### config.mk
export PLATFORM = sky130hd
export DESIGN_NAME = modpitch_seq
export DESIGN_NICKNAME = d
export VERILOG_FILES = /design/src/rtl/modpitch_pkg.sv /design/src/rtl/modpitch_table.sv /design/src/rtl/modpitch_stepper.sv /design/src/rtl/modpitch_scaler.sv /design/src/rtl/modpitch_seq.sv
export SDC_FILE = /design/constraint.sdc
export NUM_CORES = 1
export LEC_CHECK = 0
export CAP_MARGIN = 5
export CORE_ASPECT_RATIO = 1.2
export CORE_MARGIN = 5
export CORE_UTILIZATION = 40
export DETAILED_ROUTE_END_ITERATION = 8
export HOLD_SLACK_MARGIN = 0.06
export PLACE_DENSITY = 0.55
export SLEW_MARGIN = 20
export SYNTH_ARGS = -nofsm -noshare
export SYNTH_HDL_FRONTEND = slang
export SYNTH_SLANG_ARGS = --single-unit
### constraint.sdc
create_clock -name clk -period 6.6 [get_ports clk]
set_clock_uncertainty 0.05 [all_clocks]
set_input_delay 1.32 -clock clk [delete_from_list [all_inputs] [get_ports clk]]
set_output_delay 1.32 -clock clk [all_outputs]
set_load 0.1 [all_outputs]
### src/rtl/modpitch_pkg.sv
`timescale 1ns/1ps
package modpitch_pkg;

  typedef enum logic [2:0] {
    SEL_BASE_LO  = 3'd0,
    SEL_BASE_HI  = 3'd1,
    SEL_RATE_LO  = 3'd2,
    SEL_CTRL     = 3'd3,
    SEL_COUNTER  = 3'd4,
    SEL_TABLE    = 3'd5
  } wr_sel_e;

  // Readback form of a step code (code 4 shows as C but clears the counter)
  function automatic logic [3:0] code_to_incr(input logic [2:0] code);
    case (code)
      3'd0:    return 4'h0;
      3'd1:    return 4'h1;
      3'd2:    return 4'h2;
      3'd3:    return 4'h4;
      3'd4:    return 4'hC;
      3'd5:    return 4'hC;
      3'd6:    return 4'hE;
      default: return 4'hF;
    endcase
  endfunction

endpackage

### src/rtl/modpitch_table.sv
`timescale 1ns/1ps
module modpitch_table #(
  parameter int DEPTH  = 32,
  parameter int CODE_W = 3,
  localparam int ADDR_W = $clog2(DEPTH)
) (
  input  logic              clk,
  input  logic              we,
  input  logic [ADDR_W-1:0] addr,
  input  logic [CODE_W-1:0] wdata,
  output logic [CODE_W-1:0] rdata
);

  logic [CODE_W-1:0] mem [DEPTH];

  always_ff @(posedge clk) begin
    if (we) mem[addr] <= wdata;
  end

  assign rdata = mem[addr];

endmodule

### src/rtl/modpitch_stepper.sv
`timescale 1ns/1ps
module modpitch_stepper #(
  parameter int RATE_W = 12,
  parameter int CNT_W  = 7,
  parameter int POS_W  = 6
) (
  input  logic              clk,
  input  logic              rst,
  input  logic              tick,
  input  logic              halt,
  input  logic              force_carry,
  input  logic [RATE_W-1:0] rate,
  input  logic              cnt_wr,
  input  logic [CNT_W-1:0]  cnt_wdata,
  input  logic              tbl_wr,
  input  logic [2:0]        code,
  output logic              tbl_we,
  output logic [POS_W-1:0]  pos,
  output logic [CNT_W-1:0]  counter
);
  import modpitch_pkg::*;

  logic [RATE_W-1:0] phase;
  logic [RATE_W:0]   sum;
  logic              carry, step;
  logic [3:0]        incr;
  logic [CNT_W-1:0]  stepped;

  always_comb begin
    sum   = {1'b0, phase} + {1'b0, rate};
    carry = sum[RATE_W] | force_carry;
    step  = tick & ~halt & carry;
    incr  = code_to_incr(code);
    if (code == 3'd4) stepped = '0;
    else              stepped = counter + {{(CNT_W-4){incr[3]}}, incr};
  end

  assign tbl_we = tbl_wr & halt;

  always_ff @(posedge clk) begin
    if (rst) begin
      phase   <= '0;
      pos     <= '0;
      counter <= '0;
    end else begin
      if (halt)      phase <= '0;
      else if (tick) phase <= sum[RATE_W-1:0];

      if (tbl_we)    pos <= pos + POS_W'(2);
      else if (step) pos <= pos + POS_W'(1);

      if (cnt_wr)    counter <= cnt_wdata;
      else if (step) counter <= stepped;
    end
  end

  // position is frozen while halted unless a table write lands
  a_r7_halt_keeps_pos: assert property (@(posedge clk) disable iff (rst)
    (halt && !tbl_we) |=> $stable(pos));

  // a table write advances by one whole entry
  a_r7_write_advances: assert property (@(posedge clk) disable iff (rst)
    tbl_we |=> (pos == $past(pos) + POS_W'(2)));

  // stepping moves the position by at most one per clock
  a_r3_single_step: assert property (@(posedge clk) disable iff (rst)
    !tbl_we |=> (pos == $past(pos) || pos == $past(pos) + POS_W'(1)));

  // +1 from the top value wraps to the most negative value
  a_r5_wrap_up: assert property (@(posedge clk) disable iff (rst)
    (step && !cnt_wr && code == 3'd1 && counter == {1'b0, {(CNT_W-1){1'b1}}})
      |=> (counter == {1'b1, {(CNT_W-1){1'b0}}}));

  // a CPU counter write wins over a simultaneous step
  a_r6_cpu_wins: assert property (@(posedge clk) disable iff (rst)
    cnt_wr |=> (counter == $past(cnt_wdata)));

endmodule

### src/rtl/modpitch_scaler.sv
`timescale 1ns/1ps
module modpitch_scaler #(
  parameter int BASE_W  = 12,
  parameter int GAIN_W  = 6,
  parameter int CNT_W   = 7,
  parameter int PITCH_W = 20
) (
  input  logic               clk,
  input  logic               rst,
  input  logic               start,
  input  logic [CNT_W-1:0]   counter,
  input  logic [GAIN_W-1:0]  gain,
  input  logic [BASE_W-1:0]  base,
  output logic [PITCH_W-1:0] pitch
);
  localparam int PROD_W  = 12;
  localparam int SCALE_W = 8;
  localparam int LEFT_W  = $clog2(SCALE_W + 1);

  logic [PROD_W-1:0]  op_c, op_g, prod, rnd;
  logic [SCALE_W-1:0] scale;

  always_comb begin
    op_c  = {{(PROD_W-CNT_W){counter[CNT_W-1]}}, counter};
    op_g  = {{(PROD_W-GAIN_W){1'b0}}, gain};
    prod  = op_c * op_g;
    rnd   = ((|prod[3:0]) && !prod[PROD_W-1]) ? PROD_W'(32) : '0;
    scale = SCALE_W'((prod + rnd + PROD_W'(1024)) >> 4);
  end

  logic               busy;
  logic [LEFT_W-1:0]  left;
  logic [PITCH_W-1:0] acc, mcand, addend;
  logic [SCALE_W-1:0] mplier;

  assign addend = mplier[0] ? mcand : '0;

  always_ff @(posedge clk) begin
    if (rst) begin
      busy   <= 1'b0;
      left   <= '0;
      acc    <= '0;
      mcand  <= '0;
      mplier <= '0;
      pitch  <= '0;
    end else if (start) begin
      busy   <= 1'b1;
      left   <= LEFT_W'(SCALE_W);
      acc    <= '0;
      mcand  <= {{(PITCH_W-BASE_W){1'b0}}, base};
      mplier <= scale;
    end else if (busy) begin
      acc    <= acc + addend;
      mcand  <= mcand << 1;
      mplier <= mplier >> 1;
      left   <= left - LEFT_W'(1);
      if (left == LEFT_W'(1)) begin
        busy  <= 1'b0;
        pitch <= acc + addend;
      end
    end
  end

  // a start always launches the sequential multiply
  a_r10_start_busy: assert property (@(posedge clk) disable iff (rst)
    start |=> busy);

  // the published pitch holds between multiplies
  a_r10_pitch_holds: assert property (@(posedge clk) disable iff (rst)
    (!busy && !start) |=> $stable(pitch));

endmodule

### src/rtl/modpitch_seq.sv
`timescale 1ns/1ps
module modpitch_seq #(
  parameter int TICK_DIV  = 16,
  parameter int TBL_DEPTH = 32,
  parameter int RATE_W    = 12,
  parameter int BASE_W    = 12,
  parameter int GAIN_W    = 6,
  parameter int CNT_W     = 7,
  parameter int PITCH_W   = 20,
  localparam int PRE_W    = $clog2(TICK_DIV),
  localparam int TADDR_W  = $clog2(TBL_DEPTH),
  localparam int POS_W    = TADDR_W + 1
) (
  input  logic               clk,
  input  logic               rst,
  input  logic               wr_en,
  input  logic [2:0]         wr_addr,
  input  logic [7:0]         wr_data,
  input  logic [GAIN_W-1:0]  gain_in,
  output logic               tick_o,
  output logic [PITCH_W-1:0] wave_pitch,
  output logic [CNT_W:0]     rd_counter,
  output logic [3:0]         rd_incr,
  output logic [POS_W-1:0]   rd_pos
);
  import modpitch_pkg::*;

  logic [PRE_W-1:0]  pre;
  logic              tick;
  logic [BASE_W-1:0] base;
  logic [RATE_W-1:0] rate;
  logic              halt, force_carry;
  logic              cnt_wr, tbl_wr, tbl_we;
  logic [POS_W-1:0]  pos;
  logic [CNT_W-1:0]  counter;
  logic [2:0]        code;

  assign tick   = (pre == PRE_W'(TICK_DIV - 1));
  assign cnt_wr = wr_en && (wr_addr == SEL_COUNTER);
  assign tbl_wr = wr_en && (wr_addr == SEL_TABLE);

  always_ff @(posedge clk) begin
    if (rst) begin
      pre         <= '0;
      base        <= '0;
      rate        <= '0;
      halt        <= 1'b0;
      force_carry <= 1'b0;
      tick_o      <= 1'b0;
      rd_counter  <= '0;
      rd_incr     <= '0;
      rd_pos      <= '0;
    end else begin
      pre        <= tick ? '0 : pre + PRE_W'(1);
      tick_o     <= tick;
      rd_counter <= {1'b0, counter};
      rd_incr    <= code_to_incr(code);
      rd_pos     <= pos;
      if (wr_en) begin
        case (wr_addr)
          SEL_BASE_LO: base[7:0]        <= wr_data;
          SEL_BASE_HI: base[BASE_W-1:8] <= wr_data[BASE_W-9:0];
          SEL_RATE_LO: rate[7:0]        <= wr_data;
          SEL_CTRL: begin
            rate[RATE_W-1:8] <= wr_data[RATE_W-9:0];
            force_carry      <= wr_data[6];
            halt             <= wr_data[7];
          end
          default: ;
        endcase
      end
    end
  end

  modpitch_table #(.DEPTH(TBL_DEPTH), .CODE_W(3)) u_table (
    .clk   (clk),
    .we    (tbl_we),
    .addr  (pos[POS_W-1:1]),
    .wdata (wr_data[2:0]),
    .rdata (code)
  );

  modpitch_stepper #(.RATE_W(RATE_W), .CNT_W(CNT_W), .POS_W(POS_W)) u_stepper (
    .clk         (clk),
    .rst         (rst),
    .tick        (tick),
    .halt        (halt),
    .force_carry (force_carry),
    .rate        (rate),
    .cnt_wr      (cnt_wr),
    .cnt_wdata   (wr_data[CNT_W-1:0]),
    .tbl_wr      (tbl_wr),
    .code        (code),
    .tbl_we      (tbl_we),
    .pos         (pos),
    .counter     (counter)
  );

  modpitch_scaler #(.BASE_W(BASE_W), .GAIN_W(GAIN_W), .CNT_W(CNT_W),
                    .PITCH_W(PITCH_W)) u_scaler (
    .clk     (clk),
    .rst     (rst),
    .start   (tick_o),
    .counter (counter),
    .gain    (gain_in),
    .base    (base),
    .pitch   (wave_pitch)
  );

  // the tick is a single-clock pulse
  a_r2_tick_single: assert property (@(posedge clk) disable iff (rst)
    tick_o |=> !tick_o);

  // readback bit 7 of the counter is always zero
  a_r11_counter_msb: assert property (@(posedge clk) disable iff (rst)
    !rd_counter[CNT_W]);

endmodule

==> metrics <==
VDD IR-drop max 0.000194 V; via count 8938; Fin. Hold Viols 0; Crit-path slowest cell fa_1; Antenna Violating Nets Remaining 0; post-route cell area 0.0147 mm^2; Antenna diodes 0; CTS tree done; number of H-tree levels 1; overflow left after global routing 0; post-synthesis cell count 1252; Critical Path RT 7.01 ns; Post-synth EDFFs 96; vias in the first global route 8987; CTS resizes 0; Placeable Area 0.0315 mm^2; syn_nets 1371; Crit Path Category in -> reg; Post-Syn Area 0.0128 mm^2; Syn Area/Cell 10.3 um^2; Hold Crit Class reg -> reg; largest net degree at the start of global routing 78; final setup fails 0; worst slew pin tran 1.01 ns; die width 174 um; Die Y-Extent 206 um; share of layout cells above drive strength 1 7.80%; Slew Limit Fails 0; Worst path max stage delay 0.53 ns; FFs w/ async S/R, synth 0%; share of the synthesized area in the top cell type 23.5%; Crit path buffers/inverters 5; post-synth cell types 64; vias per inst 5.19; Worst Path Arrival 6.55 ns; Final TNS setup 0 ns; Yosys reg bits 247; Initial Utilization 40.7%; critical path's top delay family adder cells; Worst-path clk slew 0.06 ns; Setup crit end kind flip-flop; CP Max Fanout 4; P per Cell Area 222 mW/mm^2; Initial DRC Count 454; # nets final 1419; sequential fraction of the synthesis area 46.0%; multi-input logic area 0.00649 mm^2; DRC Markers 0; clk root buf clkbuf_16; RSZ-0062 raised after global routing no; drt pass-1 iters 5; total track usage 15.7%; Die Footprint 0.0358 mm^2; routed len/inst 16.5 um; WL final 28.3 mm; top cell type by total area after synthesis dfxtp_1; Max-Cap Viols 0; post-CTS setup repair buffer count 0; fillers 2944; GPL Wtd Cong 0.781; Slew HR 32.5%; Ports 59; Post-DP Area 0.0138 mm^2; top post-synthesis cells by area dfxtp_1 (24%), edfxtp_1 (22%), ha_1 (6.8%); initial antenna violation count 0; first-pass GRT wire length 46.4 mm; Max clock buf depth 3; Worst setup SP type input pin; Detailed Place HPWL 19.7 mm; outcome completed; dominant synthesized flop cell dfxtp_1; Port Buffers 57; post-route clock period utilization 93.0%; synth warn 0; Clock Latency Late Sink 0.53 ns; FF+latch area 0.00591 mm^2; critical path cell sequence clkdlybuf4s50_1 > and2_1 > fa_1 > inv_1 > fa_1 > inv_1 > fa_1 > inv_1 > fa_1 > inv_1 > ha_1 > nand3_1 > o211ai_1 > o41ai_1 > o21ai_0 > xnor2_1 > nor2_1 > ha_1 > ha_1 > a41oi_1 > or4b_1 > nand3_1; Leak 5.57 nW; Max Fclk 163 MHz; crit path time final 6.14 ns; # hold bufs at CTS 0; CTS Buf Count 27; Layout Area Growth over Synthesis 14.8%; Rows 71; clock sink total 247
==> metal layers <==
layer	vias up	track usage, %	wire (um)
li1	4486	-	-
met1	4266	20.0	12600
met2	149	28.2	14100
met3	37	2.23	1070
met4	0	4.13	523
met5	-	0	0
==> cells by family after synthesis <==
| logic type | share of synthesized area, % |
|---|---|
| flops | 46.0 |
| xor+xnor | 3.75 |
| other cells | 0.0292 |
| simple gates | 16.9 |
| fa+ha+maj | 11.3 |
| buf+inv | 3.52 |
| mux | 8.87 |
| compound gates | 9.62 |
==> placed cells by master (no fill, tap or decap), drive strengths merged, types with 7 or more instances in the layout <==
cell type,n
edfxtp,96
a21o,13
and2,61
nand3,25
nor2b,20
mux4,20
inv,54
nor3,14
and3,8
nor3b,8
fa,29
buf,25
o21ai,21
xnor2,41
a211oi,20
ha,70
clkdlybuf4s50,53
clkbuf,38
nor2,147
clkinv,7
a21oi,87
mux2i,62
nand2,115
o211ai,11
a31oi,12
dfxtp,151
xor2,14
or3,8
nand2b,10
==> metrics by stage <==
step	hold WS (ns)	power (W)	instances	util [%]	setup slack [ns]
after detailed placement	0.394	0.00175	1672	43.8	-0.0893
final	0.397	0.00328	1721	46.8	0.464
after CTS	0.401	0.00333	1721	46.7	0.448
after global placement	0.390	0.00175	1672	43.8	-0.0114
after floorplan	0.386	0.00170	1252	-	0.503
after global routing	0.424	0.00341	1721	46.8	0.144
==> tightest hold or removal path: stages, from the launching register on <==
cell and delay [ns]:
dfxtp_1 0.30, nand2_1 0.05, a21oi_1 0.05
==> sequential cells by signal (all words and copies together) (netlist names), 7 cells and up, named ones only <==
register           count
u_table.mem           96
u_scaler.mcand        20
base                  12
rd_counter             7
u_stepper.phase       12
u_scaler.pitch        20
u_stepper.counter      7
u_scaler.acc          20
rate                  12
u_scaler.mplier        8
==> power breakdown <==
part / switching, W / internal, W / total [W]
combinational: 0.0000805 / 0.0000414 / 0.000122
sequential: 0.00000677 / 0.00159 / 0.00160
clock: 0.000599 / 0.000963 / 0.00156
total: 0.000687 / 0.00259 / 0.00328
==> synthesized netlist by cell type, types with 14 or more instances <==
master    instances
and2_1           61
dfxtp_1         151
nand3_1          24
nor2b_1          20
mux4_2           20
ha_1             70
a211oi_1         20
nand2_1         115
inv_1            54
xor2_1           14
mux2i_1          62
clkbuf_1         43
a21oi_1          87
xnor2_1          41
fa_1             29
nor2_1          147
edfxtp_1         96
==> final timing paths <==
path / start / to / slack (ns) / cells past startpoint
min reg2reg: u_scaler.pitch[16] / u_scaler.pitch[16] / 0.40 / 2
max reg2reg: u_stepper.counter[3] / u_scaler.mplier[7] / 1.24 / 21
min: u_scaler.pitch[16] / u_scaler.pitch[16] / 0.40 / 2
max: gain_in[3] / u_scaler.mplier[7] / 0.46 / 22
==> area by class of cell <==
class / count / share of cell area, %
inverters: 55 / 1.40
well taps: 401 / 3.40
flip-flops and latches: 247 / 40.1
multi-input cells: 891 / 44.0
clock inverters: 11 / 1.09
repair buffers: 78 / 4.82
clock buffers: 38 / 5.20
(Power assumes the default switching activity.)
